**src/rtl/sfc_pkg.sv**
```systemverilog
package sfc_pkg;

    typedef enum logic [2:0] {
        FILL_EMPTY  = 3'b001,
        FILL_NORMAL = 3'b010,
        FILL_FULL   = 3'b100
    } fill_state_e;

    localparam logic [2:0] REG_STATUS = 3'd0;
    localparam logic [2:0] REG_DATA   = 3'd1;
    localparam logic [2:0] REG_RESTART = 3'd6;

endpackage

```
**src/rtl/sfc_slot_gen.sv**
```systemverilog
module sfc_slot_gen (
    input  logic clk,
    input  logic rst_n,
    input  logic restart,
    output logic write_slot
);
    logic phase_d, phase_q;

    always_comb begin
        phase_d = restart ? 1'b0 : ~phase_q;
    end

    always_ff @(posedge clk or negedge rst_n) begin
        if (!rst_n) phase_q <= 1'b0;
        else        phase_q <= phase_d;
    end

    // phase 0 is the write slot, phase 1 the read slot
    assign write_slot = ~phase_q;
endmodule

```
**src/rtl/sfc_host_decode.sv**
```systemverilog
module sfc_host_decode #(
    parameter int DATA_W = 8
) (
    input  logic              host_sel,
    input  logic              host_rd,
    input  logic              host_wr,
    input  logic [2:0]        host_addr,
    input  logic [2:0]        fill,
    input  logic [DATA_W-1:0] data_reg,
    output logic              fetch_req,
    output logic              restart_req,
    output logic [DATA_W-1:0] host_rdata
);
    import sfc_pkg::*;

    localparam int PAD_W = DATA_W - 3;

    always_comb begin
        fetch_req   = host_sel && host_rd && (host_addr == REG_DATA);
        restart_req = host_sel && host_wr && (host_addr == REG_RESTART);
        case (host_addr)
            REG_STATUS: host_rdata = {{PAD_W{1'b0}}, fill};
            REG_DATA:   host_rdata = data_reg;
            default:    host_rdata = '0;
        endcase
    end
endmodule

```
**src/rtl/sram_fifo_ctrl.sv**
```systemverilog
module sram_fifo_ctrl #(
    parameter int ADDR_W = 11,
    parameter int DATA_W = 8
) (
    input  logic              clk,
    input  logic              rst_n,
    input  logic              acq_valid,
    input  logic [DATA_W-1:0] acq_data,
    input  logic              host_sel,
    input  logic              host_rd,
    input  logic              host_wr,
    input  logic [2:0]        host_addr,
    output logic [DATA_W-1:0] host_rdata,
    output logic [ADDR_W-1:0] sram_addr,
    output logic              sram_cs_n,
    output logic              sram_we_n,
    output logic              sram_dq_oe,
    output logic [DATA_W-1:0] sram_dq_out,
    input  logic [DATA_W-1:0] sram_dq_in
);
    import sfc_pkg::*;

    localparam int unsigned DEPTH = 1 << ADDR_W;
    localparam logic [ADDR_W:0]   CNT_MAX = DEPTH[ADDR_W:0];
    localparam logic [ADDR_W:0]   CNT_ONE = 1;
    localparam logic [ADDR_W-1:0] PTR_ONE = 1;

    typedef struct packed {
        logic [ADDR_W-1:0] wptr;
        logic [ADDR_W-1:0] rptr;
        logic [ADDR_W:0]   count;
        logic              wr_pend;
        logic [DATA_W-1:0] wr_byte;
        logic              rd_pend;
        logic [DATA_W-1:0] data_reg;
    } core_t;

    core_t       core_d, core_q;
    logic        write_slot;
    logic        fetch_req;
    logic        restart_req;
    logic        is_empty;
    logic        is_full;
    logic        do_write;
    logic        do_read;
    fill_state_e status;

    sfc_slot_gen u_slot (
        .clk        (clk),
        .rst_n      (rst_n),
        .restart    (restart_req),
        .write_slot (write_slot)
    );

    sfc_host_decode #(.DATA_W(DATA_W)) u_host (
        .host_sel    (host_sel),
        .host_rd     (host_rd),
        .host_wr     (host_wr),
        .host_addr   (host_addr),
        .fill        (status),
        .data_reg    (core_q.data_reg),
        .fetch_req   (fetch_req),
        .restart_req (restart_req),
        .host_rdata  (host_rdata)
    );

    always_comb begin
        is_empty = (core_q.count == '0);
        is_full  = (core_q.count == CNT_MAX);
        if (is_empty)     status = FILL_EMPTY;
        else if (is_full) status = FILL_FULL;
        else              status = FILL_NORMAL;

        do_write = write_slot && core_q.wr_pend && !is_full;
        do_read  = !write_slot && core_q.rd_pend && !is_empty;

        core_d = core_q;
        if (write_slot && core_q.wr_pend) begin
            core_d.wr_pend = 1'b0;
            if (do_write) begin
                core_d.wptr  = core_q.wptr + PTR_ONE;
                core_d.count = core_q.count + CNT_ONE;
            end
        end
        if (!write_slot && core_q.rd_pend) begin
            core_d.rd_pend = 1'b0;
            if (do_read) begin
                core_d.data_reg = sram_dq_in;
                core_d.rptr     = core_q.rptr + PTR_ONE;
                core_d.count    = core_q.count - CNT_ONE;
            end
        end
        if (acq_valid) begin
            core_d.wr_pend = 1'b1;
            core_d.wr_byte = acq_data;
        end
        if (fetch_req) core_d.rd_pend = 1'b1;
        if (restart_req) begin
            core_d.wptr    = '0;
            core_d.rptr    = '0;
            core_d.count   = '0;
            core_d.wr_pend = 1'b0;
            core_d.rd_pend = 1'b0;
        end
    end

    always_ff @(posedge clk or negedge rst_n) begin
        if (!rst_n) core_q <= '0;
        else        core_q <= core_d;
    end

    assign sram_addr   = do_write ? core_q.wptr : core_q.rptr;
    assign sram_cs_n   = ~(do_write | do_read);
    assign sram_we_n   = ~do_write;
    assign sram_dq_oe  = do_write;
    assign sram_dq_out = core_q.wr_byte;
endmodule

```
**config.mk**
```make
export PLATFORM = sky130hd
export DESIGN_NAME = sram_fifo_ctrl
export DESIGN_NICKNAME = d
export VERILOG_FILES = /design/src/rtl/sfc_pkg.sv /design/src/rtl/sfc_slot_gen.sv /design/src/rtl/sfc_host_decode.sv /design/src/rtl/sram_fifo_ctrl.sv
export SDC_FILE = /design/constraint.sdc
export NUM_CORES = 1
export LEC_CHECK = 0
export ABC_AREA = 1
export BUFFER_PORTS_ARGS = -buffer_cell sky130_fd_sc_hd__buf_2
export CAP_MARGIN = 0
export CORE_ASPECT_RATIO = 0.6
export CORE_UTILIZATION = 51
export CTS_CLUSTER_DIAMETER = 120
export DETAILED_ROUTE_END_ITERATION = 7
export PLACE_DENSITY = 0.79
export SLEW_MARGIN = 25
export SYNTH_ARGS = -nofsm -noshare
export SYNTH_HDL_FRONTEND = slang
export SYNTH_SLANG_ARGS = --single-unit
```
**constraint.sdc**
```tcl
create_clock -name clk -period 1.6 [get_ports clk]
set_input_delay 0.24 -clock clk [delete_from_list [all_inputs] [get_ports clk]]
set_output_delay 0.24 -clock clk [all_outputs]
set_load 0.02 [all_outputs]
```
==> impl_results.md, run 1 <==
- Clock Skew: a little under 0.005 ns
- Status: finished, violations left
- Share of cells above drive strength 1: 0.336
- Gr ovfl total: 0
- Final nets: 563
- Fmax: between 400 and 500 MHz
- Area post-placement: about 4000 um^2
- Hold path startpoint: sram_dq_in[0]
- Wire per inst: about 15 um
- Worst-Skew Late Latency: 0.32 ns
- Number of synthesis warnings: 0
- Worst path top cell family by delay: simple AND/OR/NAND/NOR gates
- Initial antenna violation count: 0
- Yosys cell types: 31
- Clock tree buffer depth: 2
- Flops & latches, synth: between 50 and 60
- CP arrival: about 1.8 ns
- RSZ-0062 raised after global routing: true
- Synth Cell Area: between 3000 and 4000 um^2
- Violated checks: setup timing
- Max cap viols: 0
- Mapped Cells: 439
- CP Max Fanout: 22
- Crit-path max cell delay: between 0.4 and 0.5 ns
- Crit-path cells: inv_2 > ha_4 > nand2_4 > nor2_8 > nand2_4 > nand2_8 > nor2_2 > o21bai_4 > buf_4
- Worst hold path cell count: 3
- DRT Pass-1 Iters: 5
- Routability cong.: 0.898
- Hold EP: core_q[0]$_DFFE_PN0P_
- Vias: ~3300
- Critical path class: flip-flop to primary output
- Slew HR: 0.650
- Tcrit/Tclk final: 1.27
- RR Endpoint: core_q[24]$_DFF_PN0_
- Number of diodes: 0
- Origin of the critical flop-to-flop path: core_q[19]$_DFF_PN0_
- Chip Height: around 64 um
- Synth Area per Inst: roughly 7.5 um^2
- Tot GR Track Use: 0.279
- Vias in the first global route: just over 3000
- WP data required: 1.36 ns
- Number of hold violations in the final report: 0
- Core area: 6170 um^2
- Largest net degree at the start of global routing: 54
- PortBufs: 54
- WHS: around 0.11 ns
- DRT antenna net count: 0
- Clock sink count: 53
- CTS tree: built
- Final setup fails: 52
- Worst-Margin Slew: 0.521 ns
- CP Launch Type: flip-flop
- I/O Pins: 55
- Die area: slightly below 7000 um^2
- Residual DRC: 0
- Synth top area share: 0.403
- Yosys top cell by area: dfrtp_1
- Final Cell Area: around 4400 um^2
- Slowest cell on crit path: dfrtp_1
- DP Worst Slack: -0.169 ns
- Total CTS buffers: 5
- Initial Util: 0.534
- R2R cell count: 15
- Sequential area share after synthesis: 0.403
- Worst reg-to-reg setup slack: -0.31 ns
- Overall Power: 5.66 mW
- Area grow syn2layout: 33.6%
- Slew Limit Fails: 0
- Worst setup margin: -0.429 ns
- Maximum vdd drop: 710 uV
- Largest cells by area after synthesis: dfrtp_1, nand2_1, nand3_1
- Root Buffer: clkbuf_8
- Final min period: 2.03 ns
- Most common cell after layout, fill and taps aside: nand2_1
- Drt total wl: between 9000 and 10000 um
- Leading cell types in the layout, fill and taps excluded: nand2_1, dfrtp_1, buf_4, inv_1, buf_2
- Reg clk slew, reported paths: ~0.10 ns
- Worst setup EP type: primary output
- HPWL after DPL: 6520 um
- CTS H-Tree Depth: 2
- Syn_nets: 468
- Chip width: 106 um
- Pwr per Cell Area: 1290 nW/um^2
- Std-Cell Rows: 22
- CP bufs+invs: 2
- Setup TNS: -9.60 ns
- HP Class: input port to flip-flop
- Most frequent cell on the critical path: nand2_4
- Leakage power total: 2.19 nW
- First-pass GRT wire length: 14600 um
- Vias per inst: between 5 and 6
- DRT iter0 DRCs: between 300 and 400
[layout make-up]
type	instances	area, um^2
well taps	84	105
repair buffers	110	858
flip-flops and latches	53	1330
clock inverters	2	13.8
clock buffers	6	82.6
inverters	49	189
multi-input cells	315	1820
fillers	486	1770
[registers in the layout (all words and copies together), names as in the netlist]
signal          flops
u_slot.phase_q      1
sram_dq_out         8
core_q             44
[cells by family after synthesis]
group           share of synthesized area
mux                                0.0274
compound gates                     0.0787
buf+inv                             0.105
simple gates                        0.344
fa+ha+maj                          0.0152
flops                               0.403
xor+xnor                           0.0266
[Yosys cell counts]
cell type / count
nor3_2: 1
buf_4: 9
or2_2: 1
nor2_2: 3
o21bai_1: 1
inv_1: 46
nand2_8: 1
nand2_2: 6
o21ai_0: 26
a21oi_1: 7
nand3_1: 37
clkbuf_1: 3
inv_2: 2
inv_4: 1
nor3_1: 19
xnor2_1: 1
nor3b_2: 3
nand2_4: 3
nand4_1: 12
mux2_2: 8
nor2_8: 1
nand2_1: 112
a32o_1: 2
xor2_1: 9
ha_1: 4
dfrtp_1: 53
nor2_1: 46
a21boi_2: 1
o21ai_1: 11
buf_2: 5
buf_6: 5
[report_power, final]
group	internal, mW	total (mW)	leakage, nW	switching, mW
Combinational	1.23	2.89	1.47	1.66
Clock	0.352	0.830	0.0512	0.478
Sequential	1.70	1.94	0.668	0.239
[through the flow]
| stage | utilization | std cells |
|---|---|---|
| after floorplan | - | 439 |
| final | 0.713 | 619 |
| after CTS | 0.695 | 615 |
| after global routing | 0.713 | 619 |
| after global placement | 0.655 | 603 |
| after detailed placement | 0.655 | 603 |
[worst reg2reg max path: stages (launching register included)]
cell,delay (ns)
dfrtp_1,0.42
inv_2,0.08
ha_4,0.15
nand2_4,0.07
nor2_8,0.14
buf_4,0.13
a21boi_4,0.05
buf_12,0.13
buf_12,0.12
buf_4,0.14
buf_4,0.14
nand2_1,0.05
nand2_1,0.05
nand2_1,0.06
nand2_1,0.04
nor2_1,0.08
[how the worst max path moves through the flow]
stage                     depth (start not counted)  slack [ns]            to                  from
after floorplan                                   9       -0.02  sram_addr[0]  core_q[18]$_DFF_PN0_
after global routing                              9       -0.50  sram_addr[0]  core_q[18]$_DFF_PN0_
after detailed placement                          8       -0.17  sram_addr[7]  core_q[23]$_DFF_PN0_
after global placement                            8       -0.12  sram_addr[8]  core_q[23]$_DFF_PN0_
after CTS                                        10       -0.42     sram_cs_n  core_q[19]$_DFF_PN0_
final                                             9       -0.43  sram_addr[0]  core_q[19]$_DFF_PN0_
[metal layers]
layer,share of wire,GRT usage,up-vias,wire length (um)
met2,0.44,0.423,146,4090
met3,0.084,0.0684,14,772
met5,0,0,-,0
met1,0.46,0.398,1563,4240
li1,-,-,1598,-
met4,0.013,0.0747,0,118
[timing repair]
action	CTS	global route
pin swaps	3	3
resized for setup	25	27
endpoints found under the hold margin	53	0
endpoints found under the setup margin	54	57
buffers inserted	2	4
gates cloned	1	0
hold buffers	1	0
(Power assumes the default switching activity.)
==> run 2, diff against run 1 <==
--- a/config.mk
+++ b/config.mk
@@ -9,6 +9,7 @@
 export BUFFER_PORTS_ARGS = -buffer_cell sky130_fd_sc_hd__buf_2
 export CAP_MARGIN = 0
 export CORE_ASPECT_RATIO = 0.6
+export CORE_MARGIN = 8
 export CORE_UTILIZATION = 51
 export CTS_CLUSTER_DIAMETER = 120
 export DETAILED_ROUTE_END_ITERATION = 7
==> impl_results.md, run 2 (synthesis results as in run 1) <==
- First-pass GRT wire length: 17000 um (+16%)
- Logic pwr share: 0.542 (+0.031)
- Sw Share: 0.450 (+0.0294)
- I/O Pins: 55 (unchanged)
- Vias per inst: 6.00 (+12%)
- Clock Skew: 0.0113 ns (+0.00634 ns)
- Largest net degree at the start of global routing: 54 (unchanged)
- DRT antenna net count: 0 (unchanged)
- WP data required: 1.36 ns (about the same)
- Routability cong.: 0.903 (+0.62%)
- Sw power: 2.83 mW (+19%)
- DRT iter0 DRCs: 378 (+18%)
- Chip width: 120 um (+13%)
- Vias in the first global route: 3503 (+13%)
- Leading cell types in the layout, fill and taps excluded: nand2_1, dfrtp_1, inv_1, nor2_1, buf_4
- Worst-Skew Late Latency: 0.33 ns (about the same)
- Worst setup EP type: primary output
- Pwr per Cell Area: 1280 nW/um^2 (-0.22%)
- Share of cells above drive strength 1: 0.453 (+0.117)
- Max FFs per register: 44 (unchanged)
- Final nets: 575 (+2.1%)
- Slew HR: 0.575 (-0.0748)
- CP Launch Type: flip-flop
- Violated checks: setup timing
- Tot GR Track Use: 0.221 (-0.0582)
- Leakage power total: 2.41 nW (+10%)
- Final setup fails: 57 (+9.6%)
- Worst-Margin Slew: 0.633 ns (+0.111 ns)
- Chip Height: 78.2 um (+22%)
- Gr ovfl total: 0 (unchanged)
- Clock sink count: 53 (unchanged)
- Number of hold violations in the final report: 0 (unchanged)
- Setup TNS: -16.24 ns (-6.64 ns)
- Maximum vdd drop: 800 uV (+13%)
- Internal Power: 3.47 mW (+5.6%)
- Core area: 6170 um^2 (unchanged)
- Drt total wl: 12700 um (+38%)
- CP arrival: 1.87 ns (+0.08 ns)
- Critical path class: flip-flop to primary output
- Initial Util: 0.534 (unchanged)
- Final min period: 2.11 ns (+0.0756 ns)
- Most common cell after layout, fill and taps aside: nand2_1
- Root Buffer: clkbuf_8
- PortBufs: 54 (unchanged)
- Inst Count DP: 602 (-0.17%)
- Clock tree buffer depth: 2 (unchanged)
- Overall Power: 6.30 mW (+11%)
- Part of the power in registers: 0.317 (-0.025)
- Wire per inst: 20.1 um (+35%)
- Die area: 9370 um^2 (+38%)
- Std-Cell Rows: 22 (unchanged)
- HP Class: input port to flip-flop
- Max cap viols: 0 (unchanged)
- Largest register by flop count: core_q
- Number of diodes: 0 (unchanged)
- Total CTS buffers: 5 (unchanged)
- Fin cells: 631 (+1.9%)
- Reg clk slew, reported paths: 0.11 ns (about the same)
- Initial antenna violation count: 0 (unchanged)
- Tcrit/Tclk final: 1.32 (+0.0473)
- Core Util, Final: 0.795 (+0.0818)
- Clock power share: 0.142 (-0.005)
- Area grow syn2layout: 49.0%
- Vias: 3787 (+14%)
- RSZ-0062 raised after global routing: true
- CP Max Fanout: 18 (-18%)
- Fmax: 475 MHz (-3.6%)
- HPWL after DPL: 6870 um (+5.3%)
- Residual DRC: 0 (unchanged)
- Worst setup margin: -0.505 ns (-0.0756 ns)
- WHS: 0.124 ns (+0.0129 ns)
- Slew Limit Fails: 0 (unchanged)
- FILL cells: 348 (-28%)
- Status: finished, violations left
- CTS tree: built
- DRT Pass-1 Iters: 6 (+1)
- CTS H-Tree Depth: 2 (unchanged)
==> run 2: cell types whose count changed in the layout (fill, tap and decap cells not counted), sizes merged <==
cell      delta
clkinvlp     +1
clkinv       -2
inv          +2
buf         +12
bufbuf       -1
==> run 2: through the flow <==
step | setup slack, ns | instance area [um^2]
CTS | -0.406 | 4590
detailed placement | -0.148 | 4020
finish | -0.505 | 4900
global route | -0.539 | 4900
floorplan | -0.0185 | 3410
global placement | -0.0868 | 4020
==> run 2: metal layers <==
layer | vias to the layer above | global-route usage | share of wire
met2 | 324 | 0.345 | 0.46
met5 | - | 0 | 0
met1 | 1755 | 0.299 | 0.38
met4 | 0 | 0.0508 | 0.050
li1 | 1627 | - | -
met3 | 81 | 0.0621 | 0.11
==> run 2: what timing repair did <==
action,in CTS,in global routing
cloned,3,0
pin swaps,9,16
hold buffers,1,0
endpoints found under the setup margin,47,58
gates resized for setup,90,83
hold endpoints to repair,53,0
buffers inserted,12,10
==> run 2: layout make-up <==
| class | count | area (um^2) | share of cell area |
|---|---|---|---|
| repair inverters | 1 | 11.3 | 0.00230 |
| clock inverters | 2 | 16.3 | 0.00332 |
| flip-flops and latches | 53 | 1330 | 0.270 |
| clock buffers | 6 | 82.6 | 0.0168 |
| multi-input cells | 315 | 2100 | 0.428 |
| well taps | 84 | 105 | 0.0214 |
| repair buffers | 121 | 1070 | 0.218 |
| inverters | 49 | 196 | 0.0401 |
==> run 2: final timing paths <==
check,startpoint,to,slack (ns),cells after the start
min in group asynchronous,rst_n,core_q[28]$_DFF_PN0_,0.44,3
min reg2reg,core_q[2]$_DFFE_PN0P_,core_q[2]$_DFFE_PN0P_,0.51,2
max reg2reg,core_q[18]$_DFF_PN0_,core_q[23]$_DFF_PN0_,-0.36,15
max,core_q[18]$_DFF_PN0_,sram_addr[1],-0.51,9
min,sram_dq_in[6],core_q[6]$_DFFE_PN0P_,0.12,3
max in group asynchronous,rst_n,core_q[29]$_DFF_PN0_,0.92,3
==> run 2: worst max-delay path: stages (launching register included) <==
cell and delay (ns):
dfrtp_1 0.42, inv_2 0.09, ha_4 0.16, nand2_4 0.07, nor2_8 0.14, nand2_4 0.10
nand2_8 0.16, buf_4 0.16, o21ai_2 0.06, buf_2 0.17
==> run 2: power groups by stage <==
stage	combinational, mW	sequential, mW	clock [mW]
floorplan	1.59	1.97	0
global placement	2.48	1.93	0
detailed placement	2.58	1.96	0
CTS	2.90	1.94	0.850
global route	3.60	2.02	0.934
finish	3.41	2.00	0.892
==> run 3, diff against run 2 <==
--- a/config.mk
+++ b/config.mk
@@ -17,4 +17,5 @@
 export SLEW_MARGIN = 25
 export SYNTH_ARGS = -nofsm -noshare
 export SYNTH_HDL_FRONTEND = slang
+export SYNTH_HIERARCHICAL = 1
 export SYNTH_SLANG_ARGS = --single-unit
==> impl_results.md, run 3 <==
- Status: finished, violations left
- Violated checks: setup timing
- Wire per inst: 17.2 um (-14%)
- Largest register by flop count: core_q
- Synth top area share: 0.391 (-0.0119)
- Worst setup EP type: primary output
- CTS tree: built
- RSZ-0062 raised after global routing: true
- Clock tree buffer depth: 2 (unchanged)
- Most frequent cell after synthesis: nand2_1
- Slew Limit Fails: 0 (unchanged)
- Primary FF master, synth: dfrtp_1
- Setup TNS: -15.37 ns (+0.870 ns)
- Final min period: 2.14 ns (+0.0357 ns)
- Max FFs per register: 44 (unchanged)
- DP Worst Slack: -0.184 ns (-0.0363 ns)
- Leading cell types in the layout, fill and taps excluded: nand2_1, dfrtp_1, buf_4, inv_1, nand3_1
- Share of cells above drive strength 1: 0.369 (-0.0846)
- Synth Cell Area: 3390 um^2 (+3.0%)
- Sw power: 2.89 mW (+2.2%)
- Logic pwr share: 0.549 (+0.007)
- DRT Pass-1 Iters: 5 (-1)
- Hold path startpoint: sram_dq_in[3]
- Synth cell count leaders: nand2_1, dfrtp_1, inv_1, nand3_1, nor2_1
- Routability cong.: 0.889 (-1.6%)
- Yosys top cell by area: dfrtp_1
- Number of hold violations in the final report: 0 (unchanged)
- Std-Cell Rows: 23 (+4.5%)
- Max cap viols: 0 (unchanged)
- Initial Util: 0.517 (-0.0169)
- Vias in the first global route: 3578 (+2.1%)
- Leakage power total: 2.43 nW (+0.80%)
- Area grow syn2layout: 39.1%
- Fmax: 467 MHz (-1.7%)
- Largest cells by area after synthesis: dfrtp_1, nand2_1, nand3_1
- HPWL after DPL: 6950 um (+1.1%)
- Drt total wl: 11500 um (-9.2%)
- Die area: 9600 um^2 (+2.5%)
- Tot GR Track Use: 0.219 (-0.00197)
- Final setup fails: 56 (-1.8%)
- DRT iter0 DRCs: 475 (+26%)
- WP data required: 1.36 ns (about the same)
- Largest net degree at the start of global routing: 54 (unchanged)
- Slew HR: 0.674 (+0.0988)
- Yosys cell types: 35 (+13%)
- Clock power share: 0.128 (-0.014)
- Origin of the critical flop-to-flop path: core_q[19]$_DFF_PN0_
- I/O Pins: 55 (unchanged)
- Worst-Margin Slew: 0.489 ns (-0.144 ns)
- Pwr per Cell Area: 1380 nW/um^2 (+7.5%)
- Tcrit/Tclk final: 1.34 (+0.0223)
- Syn_nets: 504 (+7.7%)
- Root Buffer: clkbuf_8
- Gr ovfl total: 0 (unchanged)
- Worst-Skew Late Latency: 0.33 ns (about the same)
- Maximum vdd drop: 618 uV (-23%)
- Most common cell after layout, fill and taps aside: nand2_1
- Vias per inst: 5.66 (-5.7%)
- CTS H-Tree Depth: 2 (unchanged)
- Total CTS buffers: 5 (unchanged)
- Reg clk slew, reported paths: 0.11 ns (about the same)
- Post-synth ARST share: 1.00 (unchanged)
- PortBufs: 54 (unchanged)
- Final nets: 611 (+6.3%)
- Clock Skew: 0.00859 ns (-0.00267 ns)
- Core area: 6560 um^2 (+6.4%)
- First-pass GRT wire length: 17100 um (+0.77%)
- Clock sink count: 53 (unchanged)
- CP Max Fanout: 7 (-11)
- Flops & latches, synth: 53 (unchanged)
- Sw Share: 0.444 (-0.00537)
- CP arrival: 1.90 ns (+0.03 ns)
- Part of the power in registers: 0.323 (+0.006)
- Sequential area share after synthesis: 0.391 (-0.0119)
- Worst setup margin: -0.541 ns (-0.0357 ns)
- Mapped Cells: 475 (+8.2%)
- Number of synthesis warnings: 6 (+6)
- Vias: 3791 (+0.11%)
- Number of diodes: 0 (unchanged)
- DRT antenna net count: 0 (unchanged)
- Chip Height: 79.2 um (+1.2%)
- Chip width: 121 um (+1.3%)
- CP Launch Type: flip-flop
- Critical path class: flip-flop to primary output
- Internal Power: 3.62 mW (+4.5%)
- Initial antenna violation count: 0 (unchanged)
- WHS: 0.106 ns (-0.0181 ns)
- Post-synth EDFFs: 0 (unchanged)
- Residual DRC: 0 (unchanged)
- Synth Area per Inst: 7.14 um^2 (-4.8%)
- CP Launch Point: core_q[19]$_DFF_PN0_
- HP Class: input port to flip-flop
## run 3: cell count changes after synthesis, sizes merged, moves of 3 or more
cell | previous run | this run
o21bai | 1 | 4
buf | 19 | 16
nand3 | 37 | 47
nand3b | 0 | 3
xor2 | 9 | 3
inv | 49 | 54
nand2 | 122 | 158
mux2 | 8 | 0
o21ai | 37 | 34
nor3 | 20 | 14
## run 3: worst paths after layout
check,end,slack [ns],depth (start not counted)
max in group asynchronous,core_q[51]$_DFFE_PN0P_,0.91,3
worst max-delay path,sram_addr[0],-0.54,10
worst max register to register,core_q[46]$_DFFE_PN0P_,-0.39,14
worst min register to register,u_slot/phase_q$_DFF_PN0_,0.43,1
min in group asynchronous,sram_dq_out[6]$_DFFE_PN0P_,0.46,3
worst min-delay path,core_q[3]$_DFFE_PN0P_,0.11,3
## run 3: final cells by class
cell class / count / area, um^2
inverters: 56 / 226
flip-flops and latches: 53 / 1330
fillers: 448 / 1840
clock buffers: 5 / 68.8
multi-input cells: 347 / 1980
repair buffers: 119 / 987
clock inverters: 3 / 26.3
well taps: 87 / 109
## run 3: logic make-up (layout without fill, tap and decap cells)
kind of cell,Yosys count,in the layout,share of synthesized area
adder cells (fa/ha/maj),4,4,0.0148
AO/OA/AOI/OAI,48,48,0.0752
buffers and inverters,76,183,0.107
AND/OR/NAND/NOR,290,291,0.401
flip-flops,53,53,0.391
XOR/XNOR,4,4,0.0103
## run 3: layer usage
metal | share of wire | global-route usage
met1 | 0.40 | 0.282
met2 | 0.44 | 0.351
met3 | 0.11 | 0.0580
met4 | 0.045 | 0.0759
met5 | 0 | 0
## run 3: timing repair
| action | 4_1_cts | 5_1_grt |
|---|---|---|
| pin swaps | 11 | 13 |
| resized for setup | 68 | 45 |
| buffers inserted | 11 | 11 |
| setup endpoints to repair | 34 | 59 |
| hold buffers | 1 | 0 |
| hold endpoints to repair | 53 | 0 |
| cloned | 2 | 0 |
## run 3: per-stage QoR
stage	cell area (um^2)	instances	util	total power, mW
4_1_cts	4520	661	0.689	6.10
6_report	4720	670	0.719	6.52
3_5_place_dp	4040	639	0.615	4.80
5_1_grt	4720	670	0.719	6.90
2_1_floorplan	3460	475	-	3.83
3_3_place_gp	4040	639	0.615	4.70
## run 3: worst max-delay path: stages, from the launching register on
cell	delay, ns
dfrtp_1	0.41
inv_2	0.08
ha_4	0.14
nand3_4	0.12
nor2_8	0.13
nand2_4	0.10
nand2_8	0.10
buf_12	0.13
nor2_4	0.04
o21bai_4	0.17
buf_6	0.13
## run 3: power groups by stage
stage / sequential (mW) / combinational (mW) / clock (mW)
global route: 2.15 / 3.86 / 0.895
CTS: 2.07 / 3.20 / 0.827
global placement: 2.07 / 2.63 / 0
finish: 2.10 / 3.58 / 0.835
detailed placement: 2.09 / 2.71 / 0
floorplan: 2.07 / 1.76 / 0
